[src/rtl/lsu_pkg.sv]
package lsu_pkg;
    localparam int LSU_DW    = 32;
    localparam int LSU_LANES = LSU_DW / 8;
    localparam int LSU_LSELW = $clog2(LSU_LANES);

    typedef enum logic [4:0] {
        OP_LDW = 5'b10000,
        OP_LDB = 5'b10001,
        OP_STW = 5'b10010,
        OP_STB = 5'b10011
    } lsu_op_e;

    typedef struct packed {
        logic [LSU_DW-1:0]    addr;
        logic [LSU_LANES-1:0] we;
        logic [LSU_DW-1:0]    wdata;
        logic                 re;
        logic                 misal;
        logic [LSU_LSELW-1:0] lane;
        logic                 is_byte;
        logic                 ld_valid;
        logic [LSU_DW-1:0]    ld_data;
    } lsu_state_t;
endpackage

[src/rtl/lsu_addr_gen.sv]
module lsu_addr_gen #(
    parameter int DW    = 32,
    parameter int IMM_W = 17,
    parameter int LSELW = 2
) (
    input  logic [DW-1:0]    base,
    input  logic [IMM_W-1:0] imm,
    input  logic             is_word,
    output logic [DW-1:0]    eff
);
    logic [DW-1:0] imm_sx;
    logic [DW-1:0] offs;

    always_comb begin
        imm_sx = {{(DW-IMM_W){imm[IMM_W-1]}}, imm};
        offs   = is_word ? (imm_sx << LSELW) : imm_sx;
        eff    = base + offs;
    end
endmodule

[src/rtl/lsu_lane_steer.sv]
module lsu_lane_steer #(
    parameter int DW    = 32,
    parameter int LANES = 4,
    parameter int LSELW = 2
) (
    input  logic             do_store,
    input  logic             is_byte,
    input  logic [LSELW-1:0] lane,
    input  logic [DW-1:0]    sdata,
    output logic [LANES-1:0] we,
    output logic [DW-1:0]    wdata
);
    // Lane 0 is the most significant byte, driven by enable LANES-1.
    for (genvar i = 0; i < LANES; i++) begin : g_en
        assign we[i] = do_store & (~is_byte | (lane == LSELW'(LANES-1-i)));
    end

    assign wdata = is_byte ? {LANES{sdata[7:0]}} : sdata;
endmodule

[src/rtl/lsu_load_fmt.sv]
module lsu_load_fmt #(
    parameter int DW    = 32,
    parameter int LANES = 4,
    parameter int LSELW = 2
) (
    input  logic [DW-1:0]    word,
    input  logic [LSELW-1:0] lane,
    input  logic             is_byte,
    output logic [DW-1:0]    result
);
    logic [7:0] lane_b [LANES];
    logic [7:0] pick;

    for (genvar k = 0; k < LANES; k++) begin : g_lane
        assign lane_b[k] = word[DW-1-8*k -: 8];
    end

    always_comb begin
        pick   = lane_b[lane];
        result = is_byte ? {{(DW-8){pick[7]}}, pick} : word;
    end
endmodule

[src/rtl/lsu_lane_unit.sv]
module lsu_lane_unit
    import lsu_pkg::*;
#(
    parameter int IMM_W = 17
) (
    input  logic              clk,
    input  logic              rst_n,
    input  logic              req_valid,
    input  logic [4:0]        req_op,
    input  logic [LSU_DW-1:0] req_base,
    input  logic [IMM_W-1:0]  req_imm,
    input  logic [LSU_DW-1:0] req_sdata,
    input  logic [LSU_DW-1:0] mem_rdata,
    output logic [LSU_DW-1:0] mem_addr,
    output logic [LSU_LANES-1:0] mem_we,
    output logic [LSU_DW-1:0] mem_wdata,
    output logic              mem_re,
    output logic              acc_misaligned,
    output logic              ld_valid,
    output logic [LSU_DW-1:0] ld_data
);
    lsu_state_t st_d, st_q;

    logic is_ld, is_st, is_word, is_byte, acc, misal, ok;
    logic [LSU_DW-1:0]    eff;
    logic [LSU_LANES-1:0] we_c;
    logic [LSU_DW-1:0]    wdata_c;
    logic [LSU_DW-1:0]    fmt_c;

    always_comb begin
        is_ld   = (req_op == OP_LDW) | (req_op == OP_LDB);
        is_st   = (req_op == OP_STW) | (req_op == OP_STB);
        is_word = (req_op == OP_LDW) | (req_op == OP_STW);
        is_byte = (req_op == OP_LDB) | (req_op == OP_STB);
        acc     = req_valid & (is_ld | is_st);
        misal   = acc & is_word & (eff[LSU_LSELW-1:0] != '0);
        ok      = acc & ~misal;
    end

    lsu_addr_gen #(.DW(LSU_DW), .IMM_W(IMM_W), .LSELW(LSU_LSELW)) u_agen (
        .base    (req_base),
        .imm     (req_imm),
        .is_word (is_word),
        .eff     (eff)
    );

    lsu_lane_steer #(.DW(LSU_DW), .LANES(LSU_LANES), .LSELW(LSU_LSELW)) u_steer (
        .do_store (ok & is_st),
        .is_byte  (is_byte),
        .lane     (eff[LSU_LSELW-1:0]),
        .sdata    (req_sdata),
        .we       (we_c),
        .wdata    (wdata_c)
    );

    lsu_load_fmt #(.DW(LSU_DW), .LANES(LSU_LANES), .LSELW(LSU_LSELW)) u_fmt (
        .word    (mem_rdata),
        .lane    (st_q.lane),
        .is_byte (st_q.is_byte),
        .result  (fmt_c)
    );

    always_comb begin
        st_d          = st_q;
        st_d.addr     = {eff[LSU_DW-1:LSU_LSELW], {LSU_LSELW{1'b0}}};
        st_d.we       = we_c;
        st_d.wdata    = wdata_c;
        st_d.re       = ok & is_ld;
        st_d.misal    = misal;
        st_d.lane     = eff[LSU_LSELW-1:0];
        st_d.is_byte  = is_byte;
        st_d.ld_valid = st_q.re;
        st_d.ld_data  = st_q.re ? fmt_c : '0;
    end

    always_ff @(posedge clk) begin
        if (!rst_n) st_q <= '0;
        else        st_q <= st_d;
    end

    assign mem_addr       = st_q.addr;
    assign mem_we         = st_q.we;
    assign mem_wdata      = st_q.wdata;
    assign mem_re         = st_q.re;
    assign acc_misaligned = st_q.misal;
    assign ld_valid       = st_q.ld_valid;
    assign ld_data        = st_q.ld_data;
endmodule

[config.mk]
export PLATFORM = sky130hd
export DESIGN_NAME = lsu_lane_unit
export DESIGN_NICKNAME = d
export VERILOG_FILES = /design/src/rtl/lsu_pkg.sv /design/src/rtl/lsu_addr_gen.sv /design/src/rtl/lsu_lane_steer.sv /design/src/rtl/lsu_load_fmt.sv /design/src/rtl/lsu_lane_unit.sv
export SDC_FILE = /design/constraint.sdc
export NUM_CORES = 1
export LEC_CHECK = 0
export BUFFER_PORTS_ARGS = -buffer_cell sky130_fd_sc_hd__buf_2
export CORE_ASPECT_RATIO = 0.7
export CORE_MARGIN = 3
export CORE_UTILIZATION = 45
export CTS_BUF_LIST = sky130_fd_sc_hd__clkbuf_16
export DETAILED_ROUTE_END_ITERATION = 7
export PLACE_DENSITY = 0.83
export SLEW_MARGIN = 20
export SYNTH_ARGS = -nofsm -noshare
export SYNTH_HDL_FRONTEND = slang
export SYNTH_SLANG_ARGS = --single-unit
export TNS_END_PERCENT = 1
[constraint.sdc]
create_clock -name clk -period 3.5 [get_ports clk]
set_input_delay 0 -clock clk [delete_from_list [all_inputs] [get_ports clk]]
set_output_delay 0 -clock clk [all_outputs]
set_load 0.005 [all_outputs]
# Yosys cells after proc, flatten, opt, wreduce, memory -nomap -nowiden
# Index checks and enable logic that the tools add are counted.
totals:
  regBits: 106
  inputBits: 121
  word_cells: 50
op_classes:
  n_addsub: 1
  n_lt_le_gt_ge: 1
  eq_ne: 7
  n_mux: 6
  bitwise_logic: 22
  reduce_logical: 3
op_table:
  columns: ["cell", "count"]
  rows:
  - ["32-bit two-way mux", 2]
  - ["32-bit adder", 1]
  - ["5-bit equality test, second input constant", 4]
  - ["18-bit two-way mux", 1]
  - ["8-bit binary-select mux with 2-bit select", 1]
  - ["8-bit two-way mux", 2]
  - ["1-bit AND", 10]
  - ["1-bit OR", 9]
  - ["2-bit equality test, second input constant", 2]
  - ["3-bit greater-or-equal comparator, second input constant", 1]
  - ["2-bit NOT with 3-bit output", 1]
  - ["2-bit by 1-bit equality test with 1-bit output, second input constant", 1]
  - ["2-bit logical NOT", 1]
  - ["1-bit NOT", 2]
  - ["2-bit AND reduction", 1]
  - ["2-bit nonzero test", 1]

# Logic depth before layout (Yosys ltp)
# Gate-level depths: netlist of run 1.
depth:
  depth_word: 10
  mapped_depth: 14
  mapped_depth_nobuf: 12

# By module
# Synthesis of run 1 repeated with hierarchy kept, for this count alone.
unflattened:
  hier_cells: 809
  hier_area_um2: 6927.9
by_module_without_submodules:
  columns: ["mod", "instances", "cells_each", "area_per_inst_um2", "seq_area_each_um2"]
  rows:
  - ["lsu_lane_unit", 1, 331, 3619.7, 2082.0]
  - ["lsu_addr_gen", 1, 300, 2090.8, 0.0]
  - ["lsu_load_fmt", 1, 102, 689.4, 0.0]
  - ["lsu_lane_steer", 1, 76, 528.0, 0.0]

# Least setup slack after synthesis of run 1
# No wires, ideal clock.
synth_timing:
  path_type: "in2reg"
  start: "input port req_op[3]"
  end: "register st_q (netlist bit mem_addr[27])"
  setup_ns: 0.072
  arrival_ns: 3.052
  setup_slack_ns: 0.376
  stages: 13
  n_path_buf: 2
  cell_sequence: "nor3b_1 > nor2b_1 > buf_2 > buf_1 > mux2_2 > ha_1 > a2111oi_0 > o21ai_0 > a32oi_1 > o21ai_1 > or2_1 > a21oi_1 > mux2i_1"
synth_between:
  elab_chain_cells: 4
synth_lines:
  columns: ["element", "line_no", "rtl"]
  rows:
  - ["start: declaration", "lsu_lane_unit.sv:9", "input logic [4:0] req_op,"]
  - ["5-bit equality test", "lsu_lane_unit.sv:33", "is_word = (req_op == OP_LDW) | (req_op == OP_STW);"]
  - ["1-bit OR (*)", "lsu_lane_unit.sv:33", null]
  - ["18-bit two-way mux (*)", "lsu_addr_gen.sv:16", "offs = is_word ? (imm_sx << LSELW) : imm_sx;"]
  - ["32-bit adder (*)", "lsu_addr_gen.sv:17", "eff = base + offs;"]
  - ["end signal: assignment", "lsu_lane_unit.sv:78", "else st_q <= st_d;"]
  - ["end: declaration", "lsu_lane_unit.sv:22", "lsu_state_t st_d, st_q;"]
# Mark *: on every way between the ends. The rest lies on a longest branch, timed or not.
# A chain may end at the register's enable or synchronous reset.

# Final worst setup path of run 1
layout_timing:
  start: "input port req_op[0]"
  end: "register st_q (netlist bit mem_addr[27])"
# Same word-level chain as after synthesis.

==> results of run 1 <==
synth_stat cells, drive strengths merged (2+ instances only):
cell,instances
a2111oi,2
a21boi,2
a21o,23
a21oi,82
a22oi,2
a31o,2
a31oi,3
a41oi,2
and2,15
and3,4
buf,104
clkbuf,25
dfxtp,104
ha,35
inv,3
mux2,14
mux2i,11
mux4,8
nand2,64
nand2b,33
nand3,4
nand4,12
nor2,52
nor2b,3
nor3,12
nor3b,2
o211ai,4
o21a,4
o21ai,15
xnor2,11
xor2,11
metal layers:
metal / vias to the layer above / GRT usage, %
li1: 2615 / -
met2: 306 / 38.4
met1: 2464 / 28.9
met5: - / 0
met3: 33 / 7.11
met4: 2 / 6.08
cell families (layout without fill, tap and decap cells):
| kind of cell | count (synthesis) | in the layout | synth area share (%) |
|---|---|---|---|
| buffers and inverters | 133 | 319 | 14.7 |
| flip-flops | 104 | 104 | 35.0 |
| multiplexers | 33 | 33 | 7.52 |
| XOR/XNOR | 22 | 22 | 3.24 |
| adder cells (fa/ha/maj) | 36 | 36 | 7.69 |
| AO/OA/AOI/OAI | 149 | 149 | 15.2 |
| AND/OR/NAND/NOR | 206 | 206 | 16.6 |
| other | 1 | 3 | 0.0630 |
power groups by stage:
| stage | Clock, mW | Combinational [mW] | Sequential [mW] |
|---|---|---|---|
| 4_1_cts | 1.00 | 0.725 | 1.29 |
| 2_1_floorplan | 0 | 0.511 | 1.30 |
| 5_1_grt | 1.05 | 0.816 | 1.29 |
| 6_report | 0.972 | 0.741 | 1.29 |
| 3_5_place_dp | 0 | 0.663 | 1.31 |
| 3_3_place_gp | 0 | 0.650 | 1.31 |
final timing paths:
path	start	slack (ps)	cells past startpoint	to
worst max-delay path	req_op[0]	260	13	mem_addr[27]
worst max register to register	st_q[34]	1480	4	ld_data[18]
worst min register to register	mem_re	700	2	ld_data[15]
worst min-delay path	req_base[14]	100	4	mem_addr[14]
flip-flops by register name (all words and copies together), names as in the netlist:
name / flops
mem_wdata: 32
ld_valid: 1
mem_addr: 30
ld_data: 32
mem_re: 1
acc_misaligned: 1
mem_we: 4
st_q: 3
critical path: cells and delay by family:
family	cells	cell delay, ps
compound gates	5	1200
fa+ha+maj	1	340
buf+inv	3	890
mux	2	540
simple gates	2	530
metrics by stage:
| step | hold slack (ps) | power (mW) | std cells | area, um2 |
|---|---|---|---|---|
| finish | 99.8 | 3.00 | 1034 | 7470 |
| global route | 110 | 3.16 | 1033 | 7470 |
| CTS | 88.3 | 3.01 | 1032 | 7450 |
| detailed placement | 204 | 1.98 | 946 | 6470 |
| global placement | 204 | 1.96 | 946 | 6470 |
| floorplan | 79.3 | 1.81 | 685 | 5960 |
timing repair:
| action | 4_1_cts | 5_1_grt |
|---|---|---|
| hold buffers | 70 | 0 |
| hold endpoints to repair | 70 | 0 |
| gates resized for setup | 0 | 0 |
area by class of cell:
| cell class | instances | area [um2] |
|---|---|---|
| Fill cell | 1091 | 5200 |
| Multi-Input combinational cell | 448 | 3000 |
| Sequential cell | 104 | 2080 |
| Timing Repair Buffer | 299 | 1890 |
| Clock buffer | 9 | 225 |
| Tap cell | 162 | 203 |
| Clock inverter | 7 | 60.1 |
| Inverter | 4 | 15.0 |
| Antenna cell | 1 | 2.50 |
==> run_results.csv, run 1 <==
group,metric,value,unit
critical_path,slowest_stage,"dlygate4sd3_1",
global_routing,grt_pass1_vias,5271,
power,seqPwrFrac,42.9,%
layout,layout_common_cells,"buf_2, dfxtp_1, a21oi_1, dlygate4sd3_1, nand2_1",
clock_network,htree_levels,3,
placement,post-dp-hpwl,12000,um
yosys,netlist_instances,684,
drt,dr.pass1.iters,8,
timing,slew_headroom,35.3,%
timing,min_period_over_period,92.6,%
drt,drtIter0Drc,316,
global_routing,grt_use_total,22.9,%
global_routing,grt_max_degree,34,
clock_network,clockRootBuffer,"clkbuf_16",
timing,skew,9.28,ps
placement,port_buffers,221,
yosys,yosysUniqueCellTypes,53,
floorplan,die_w,143,um
yosys,ys_ff_latch,104,
drt,top_layer_used,"met5",
timing,slew_violations,0,
clock_network,cts_tree,"yes",
yosys,synthFlopType,"dfxtp_1",
global_routing,grt_pass1_wl,26500,um
power,p_int,2.12,mW
timing,rsz0062_at_grt,"false",
timing,setup_viol,0,
power,swShare,29.3,%
drt,ant_nets,0,
floorplan,core_area,12700,um2
critical_path,end_kind,"register",
power,p_comb_share,24.7,%
run,drv_cap,0,
drt,route.detailed.drc,0,
global_routing,grt-ovfl-total,0,
global_routing,grt_antenna_before_repair,1,
floorplan,die_h,102,um
critical_path,required,3770,ps
layout,fin_nets,1023,
critical_path,cp_slowest_stage_delay,540,ps
floorplan,dieArea,14700,um2
clock_network,cts_buffers,9,
yosys,synth.area.top_cells,"dfxtp_1, buf_4, ha_1",
power,p_leak,3.68,nW
placement,gp_congestion,0.909,
power,p_per_area,401,nW/um2
layout,utilization,58.9,%
drt,wl_per_cell,17.0,um
timing,fin_ws,257,ps
yosys,synth_warnings,0,
yosys,synth_seq_area_share,35.0,%
timing,final.setup.tns,0,ps
floorplan,rows,34,
critical_path,critPathKind,"in2reg",
drt,via_per_inst,5.24,
drt,vias,5420,
yosys,avgSynthCellArea,8.70,um2
drt,wl_met1,7520,um
hold_path,hold_class,"in2reg",
drt,wl_met3,1670,um
critical_path,critPathMaxFanout,19,
drt,drt-total-wl,17600,um
critical_path,critical_path.cell_chain,"dlygate4sd3_1 > buf_2 > nor2b_1 > buf_12 > mux2_2 > ha_1 > a2111oi_0 > o21ai_0 > a32oi_1 > o21ai_1 > or2_1 > a21oi_1 > mux2i_1",
clock_network,cts_setup_buffers,0,
critical_path,crit_path_start_kind,"input port",
layout,drive_gt1_share,31.5,%
power,power.switching,0.880,mW
timing,max_freq,308,MHz
timing,worst_pin_slew,968,ps
layout,layout_commonest_cell,"buf_2",
clock_network,cts.sinks,104,
power,clkPwrFrac,32.4,%
outcome,status,"complete, no violations",
timing,hold_viol,0,
yosys,synthArstFlopShare,0,%
floorplan,io_pins,224,
clock_network,clk_path_buf_depth,2,
drt,met2WireLength,8070,um
layout,area_growth,25.5,%
floorplan,start_util,47.0,%
yosys,synthesis.area,5950,um2
yosys,synth.top_cell.area_share,35.0,%
placement,dp_slack,40.1,ps
power,ir_worst_vdd,245,uV
critical_path,cp.arrival,3520,ps
clock_network,clk_pin_slew_worst_paths,70,ps
yosys,synth_top_area_cell,"dfxtp_1",
timing,period_needed,3240,ps
yosys,synth-edff-count,0,
clock_network,clk_latency,340,ps
Power figures use the tool's default switching activity.
==> run 2: changes to the inputs <==
CELL_PAD_IN_SITES_DETAIL_PLACEMENT = 1   (was not set)
CELL_PAD_IN_SITES_GLOBAL_PLACEMENT = 1   (was not set)
CORE_MARGIN = 5   (was 3)
CORE_UTILIZATION = 36   (was 45)
PLACE_DENSITY = 0.9   (was 0.83)
==> run_results.csv, run 2 (synthesis results as in run 1) <==
group,metric,value,unit
outcome,status,"complete, no violations",
layout,fin_nets,1019,
global_routing,grt_pass1_wl,32400,um
timing,setup_viol,0,
critical_path,cp.arrival,3590,ps
global_routing,grt_antenna_before_repair,0,
floorplan,dieArea,19200,um2
floorplan,start_util,36.5,%
floorplan,die_h,118,um
layout,area_growth,26.1,%
global_routing,met3_usage,6.02,%
critical_path,critPathKind,"in2reg",
floorplan,rows,39,
layout,regArea,2080,um2
global_routing,grt.met1_usage,26.2,%
timing,rsz0062_at_grt,"false",
global_routing,grt-busiest-layer,"met2",
drt,drt-total-wl,20600,um
critical_path,crit_path_start_kind,"input port",
critical_path,cp-startpoint,"req_op[0]",
hold_path,hold_start,"req_base[2]",
power,p_leak,3.66,nW
hold_path,hold_class,"in2reg",
layout,drive_gt1_share,31.7,%
drt,dr.pass1.iters,4,
placement,place_area,6530,um2
timing,min_period_over_period,94.4,%
clock_network,clk_path_buf_depth,2,
floorplan,io_pins,224,
timing,max_freq,303,MHz
clock_network,cts_tree,"yes",
critical_path,critPathMaxFanout,19,
timing,slew_headroom,40.1,%
layout,layout_common_cells,"buf_2, dfxtp_1, a21oi_1, dlygate4sd3_1, nand2_1",
clock_network,cts_setup_buffers,0,
global_routing,grt_max_degree,44,
critical_path,required,3780,ps
drt,wl_per_cell,18.9,um
clock_network,cts.sinks,104,
clock_network,clk_pin_slew_worst_paths,80,ps
critical_path,reg2reg_from,"st_q[34]",
critical_path,end_kind,"register",
timing,whs,77.0,ps
layout,diodes,0,
timing,worst_pin_slew,896,ps
timing,slew_violations,0,
clock_network,clockRootBuffer,"clkbuf_16",
placement,post-dp-hpwl,14500,um
timing,skew,11.1,ps
run,drv_cap,0,
global_routing,grt-ovfl-total,0,
clock_network,htree_levels,3,
drt,route.detailed.drc,0,
layout,multi_input_comb_area,3000,um2
drt,vias,5402,
timing,final.setup.tns,0,ps
floorplan,die_w,164,um
layout,layout_commonest_cell,"buf_2",
global_routing,met2_usage,36.4,%
layout,utilization,46.0,%
clock_network,clk_latency,350,ps
power,total_power,3.05,mW
timing,period_needed,3300,ps
clock_network,cts_buffers,9,
drt,drtIter0Drc,297,
power,p_per_area,406,nW/um2
drt,via_per_inst,4.95,
floorplan,core_area,16300,um2
placement,port_buffers,221,
global_routing,grt_pass1_vias,5839,
layout,final_area,7500,um2
layout,num-fill-cells,1976,
power,ir_worst_vdd,221,uV
drt,ant_nets,0,
global_routing,grt_use_total,21.1,%
timing,hold_viol,0,
placement,gp_congestion,0.872,
-- run 2: where the power goes --
part / switching [mW] / internal [mW]
clock: 0.509 / 0.500
sequential: 0.0245 / 1.26
combinational: 0.395 / 0.360
total: 0.929 / 2.12
-- run 2: worst paths after layout --
path / cells past startpoint / end / slack, ps
setup / recovery: 13 / mem_addr[27] / 200
setup reg to reg: 4 / ld_data[19] / 1410
hold / removal: 4 / mem_addr[2] / 80
hold reg to reg: 3 / ld_data[5] / 780
-- run 2: timing repair --
| action | 4_1_cts | 5_1_grt |
|---|---|---|
| hold endpoints to repair | 66 | 0 |
| endpoints found under the setup margin | 0 | 2 |
| hold buffers | 68 | 0 |
| gates resized for setup | 0 | 1 |
-- run 2: cell type report --
cell class	instances	area share [%]
sequential	104	27.7
clock buffer	9	3.00
tap	225	3.75
inverter	4	0.200
timing repair buffer	295	24.4
clock inverter	7	0.884
multi-input combinational	448	40.0
-- run 2: metrics by stage --
stage,setup slack (ps),instances
finish,198,1092
global route,50.4,1092
CTS,241,1092
detailed placement,175,1008
global placement,266,1008
floorplan,376,685
-- run 2: per-layer routing --
layer	wire (um)	vias to the layer above
li1	-	2614
met1	8820	2591
met2	10000	175
met3	1510	22
met4	272	0
met5	0	-
-- run 2: critical path, stage by stage --
cell and delay [ps]:
dlygate4sd3_1 550, buf_2 160, nor2b_1 110, buf_4 250
mux2_2 370, ha_1 350, a21o_1 210, a31o_2 260
o21ai_0 410, o21ai_1 240, or2_1 310, a21oi_1 170
mux2i_1 190
==> run 3: changes to the inputs <==
BUFFER_PORTS_ARGS = -buffer_cell sky130_fd_sc_hd__buf_4   (was -buffer_cell sky130_fd_sc_hd__buf_2)
CORE_UTILIZATION = 33   (was 36)
CTS_CLUSTER_SIZE = 30   (was not set)
PLACE_DENSITY = 0.87   (was 0.9)
clock period = 3 ns   (was 3.5 ns; I/O delays follow)
==> run_results.csv, run 3 (synthesis results as in run 1) <==
group,metric,value,unit
critical_path,required,3260,ps
critical_path,end_kind,"register",
critical_path,critPathKind,"in2reg",
clock_network,cts_tree,"yes",
floorplan,start_util,33.3,%
placement,port_buffers,221,
timing,slew_headroom,33.2,%
drt,dr.pass1.iters,4,
clock_network,clk_latency,350,ps
timing,worst_pin_slew,1000,ps
timing,hold_viol,0,
layout,regArea,2080,um2
drt,route.detailed.drc,0,
critical_path,critPathMaxFanout,14,
critical_path,cp_slowest_stage_delay,410,ps
layout,area_growth,39.2,%
floorplan,dieArea,20900,um2
power,p_per_area,454,nW/um2
global_routing,grt_pass1_vias,5982,
clock_network,clk_path_buf_depth,2,
timing,period_needed,2920,ps
critical_path,cp.arrival,3180,ps
drt,drtIter0Drc,273,
critical_path,cp-startpoint,"req_op[3]",
critical_path,reg2reg_from,"st_q[34]",
critical_path,crit_top_cell,"o21ai_1",
global_routing,grt_antenna_before_repair,0,
run,drv_cap,0,
floorplan,rows,41,
layout,drive_gt1_share,33.6,%
floorplan,io_pins,224,
power,total_power,3.76,mW
layout,multi_input_comb_area,3010,um2
clock_network,cts_buffers,9,
layout,fin_nets,1044,
timing,final.setup.tns,0,ps
placement,post-dp-hpwl,15500,um
drt,wl_per_cell,18.7,um
drt,drt-total-wl,21100,um
outcome,status,"complete, no violations",
placement,gp_congestion,0.859,
critical_path,slowest_stage,"a2111oi_0",
drt,vias,5467,
clock_network,clk_pin_slew_worst_paths,70,ps
timing,skew,9.19,ps
layout,utilization,46.4,%
hold_path,hold_class,"in2reg",
layout,layout_commonest_cell,"buf_4",
timing,max_freq,342,MHz
power,ir_worst_vdd,250,uV
clock_network,cts.sinks,104,
hold_path,hold_start,"req_valid",
clock_network,htree_levels,3,
clock_network,clockRootBuffer,"clkbuf_16",
floorplan,die_h,122,um
global_routing,grt_pass1_wl,32500,um
global_routing,grt_use_total,19.8,%
drt,ant_nets,0,
layout,diodes,0,
timing,min_period_over_period,97.4,%
timing,slew_violations,0,
global_routing,grt_max_degree,34,
power,p_leak,3.91,nW
floorplan,core_area,17900,um2
layout,num-fill-cells,2058,
floorplan,die_w,171,um
critical_path,critical_path.cell_chain,"buf_4 > nor3b_2 > nor2b_2 > buf_12 > mux2_2 > ha_1 > a2111oi_0 > o21ai_1 > a32oi_1 > o21ai_1 > a32o_1 > o21ai_0 > nor3b_1",
global_routing,grt-ovfl-total,0,
critical_path,crit_path_start_kind,"input port",
drt,via_per_inst,4.85,
layout,layout_common_cells,"buf_4, dfxtp_1, a21oi_1, dlygate4sd3_1, nand2_1",
timing,setup_viol,0,
## run 3: what timing repair did
action | CTS | global route
gates resized for setup | 0 | 3
endpoints found under the setup margin | 0 | 3
hold buffers | 67 | 0
buffers inserted | 0 | 0
hold endpoints to repair | 70 | 0
## run 3: where the power goes
group,leakage (nW),internal [mW],switching (mW),total (mW)
Combinational,2.90,0.544,0.476,1.02
Clock,0.150,0.659,0.575,1.23
Sequential,0.856,1.47,0.0378,1.51
## run 3: layout make-up
class                      count  area share [%]
clock inverter                 7           0.952
tap                          236            3.56
timing repair buffer         320            31.2
inverter                       4           0.181
clock buffer                   9            2.72
multi-input combinational    448            36.3
sequential                   104            25.1
## run 3: path summary, 6_finish.rpt
path	end	slack, ps	depth (start not counted)
max	mem_addr[29]	80	13
min	acc_misaligned	40	3
max reg2reg	ld_data[30]	1140	5
min reg2reg	ld_data[1]	790	3
## run 3: worst max-delay path: cells and delay by family
| kind | cells | cell delay, ps |
|---|---|---|
| mux | 1 | 350 |
| buf+inv | 2 | 280 |
| fa+ha+maj | 1 | 310 |
| compound gates | 6 | 1530 |
| simple gates | 3 | 690 |
## run 3: through the flow
step	cells	cell area [um2]	setup slack, ps	hold WS, ps
4_1_cts	1128	8280	89.4	26.7
3_3_place_gp	1045	7310	-7.48	184
2_1_floorplan	685	5960	90.4	79.3
3_5_place_dp	1045	7310	-223	192
5_1_grt	1128	8280	-11.3	42.4
6_report	1128	8280	79.3	41.8
## run 3: routing by layer
layer | part of all wire [%] | GRT usage, % | vias up
li1 | - | - | 2655
met1 | 43 | 24.1 | 2632
met2 | 50 | 35.8 | 162
met3 | 6.0 | 5.09 | 18
met4 | 0.94 | 3.59 | 0
met5 | 0 | 0 | -
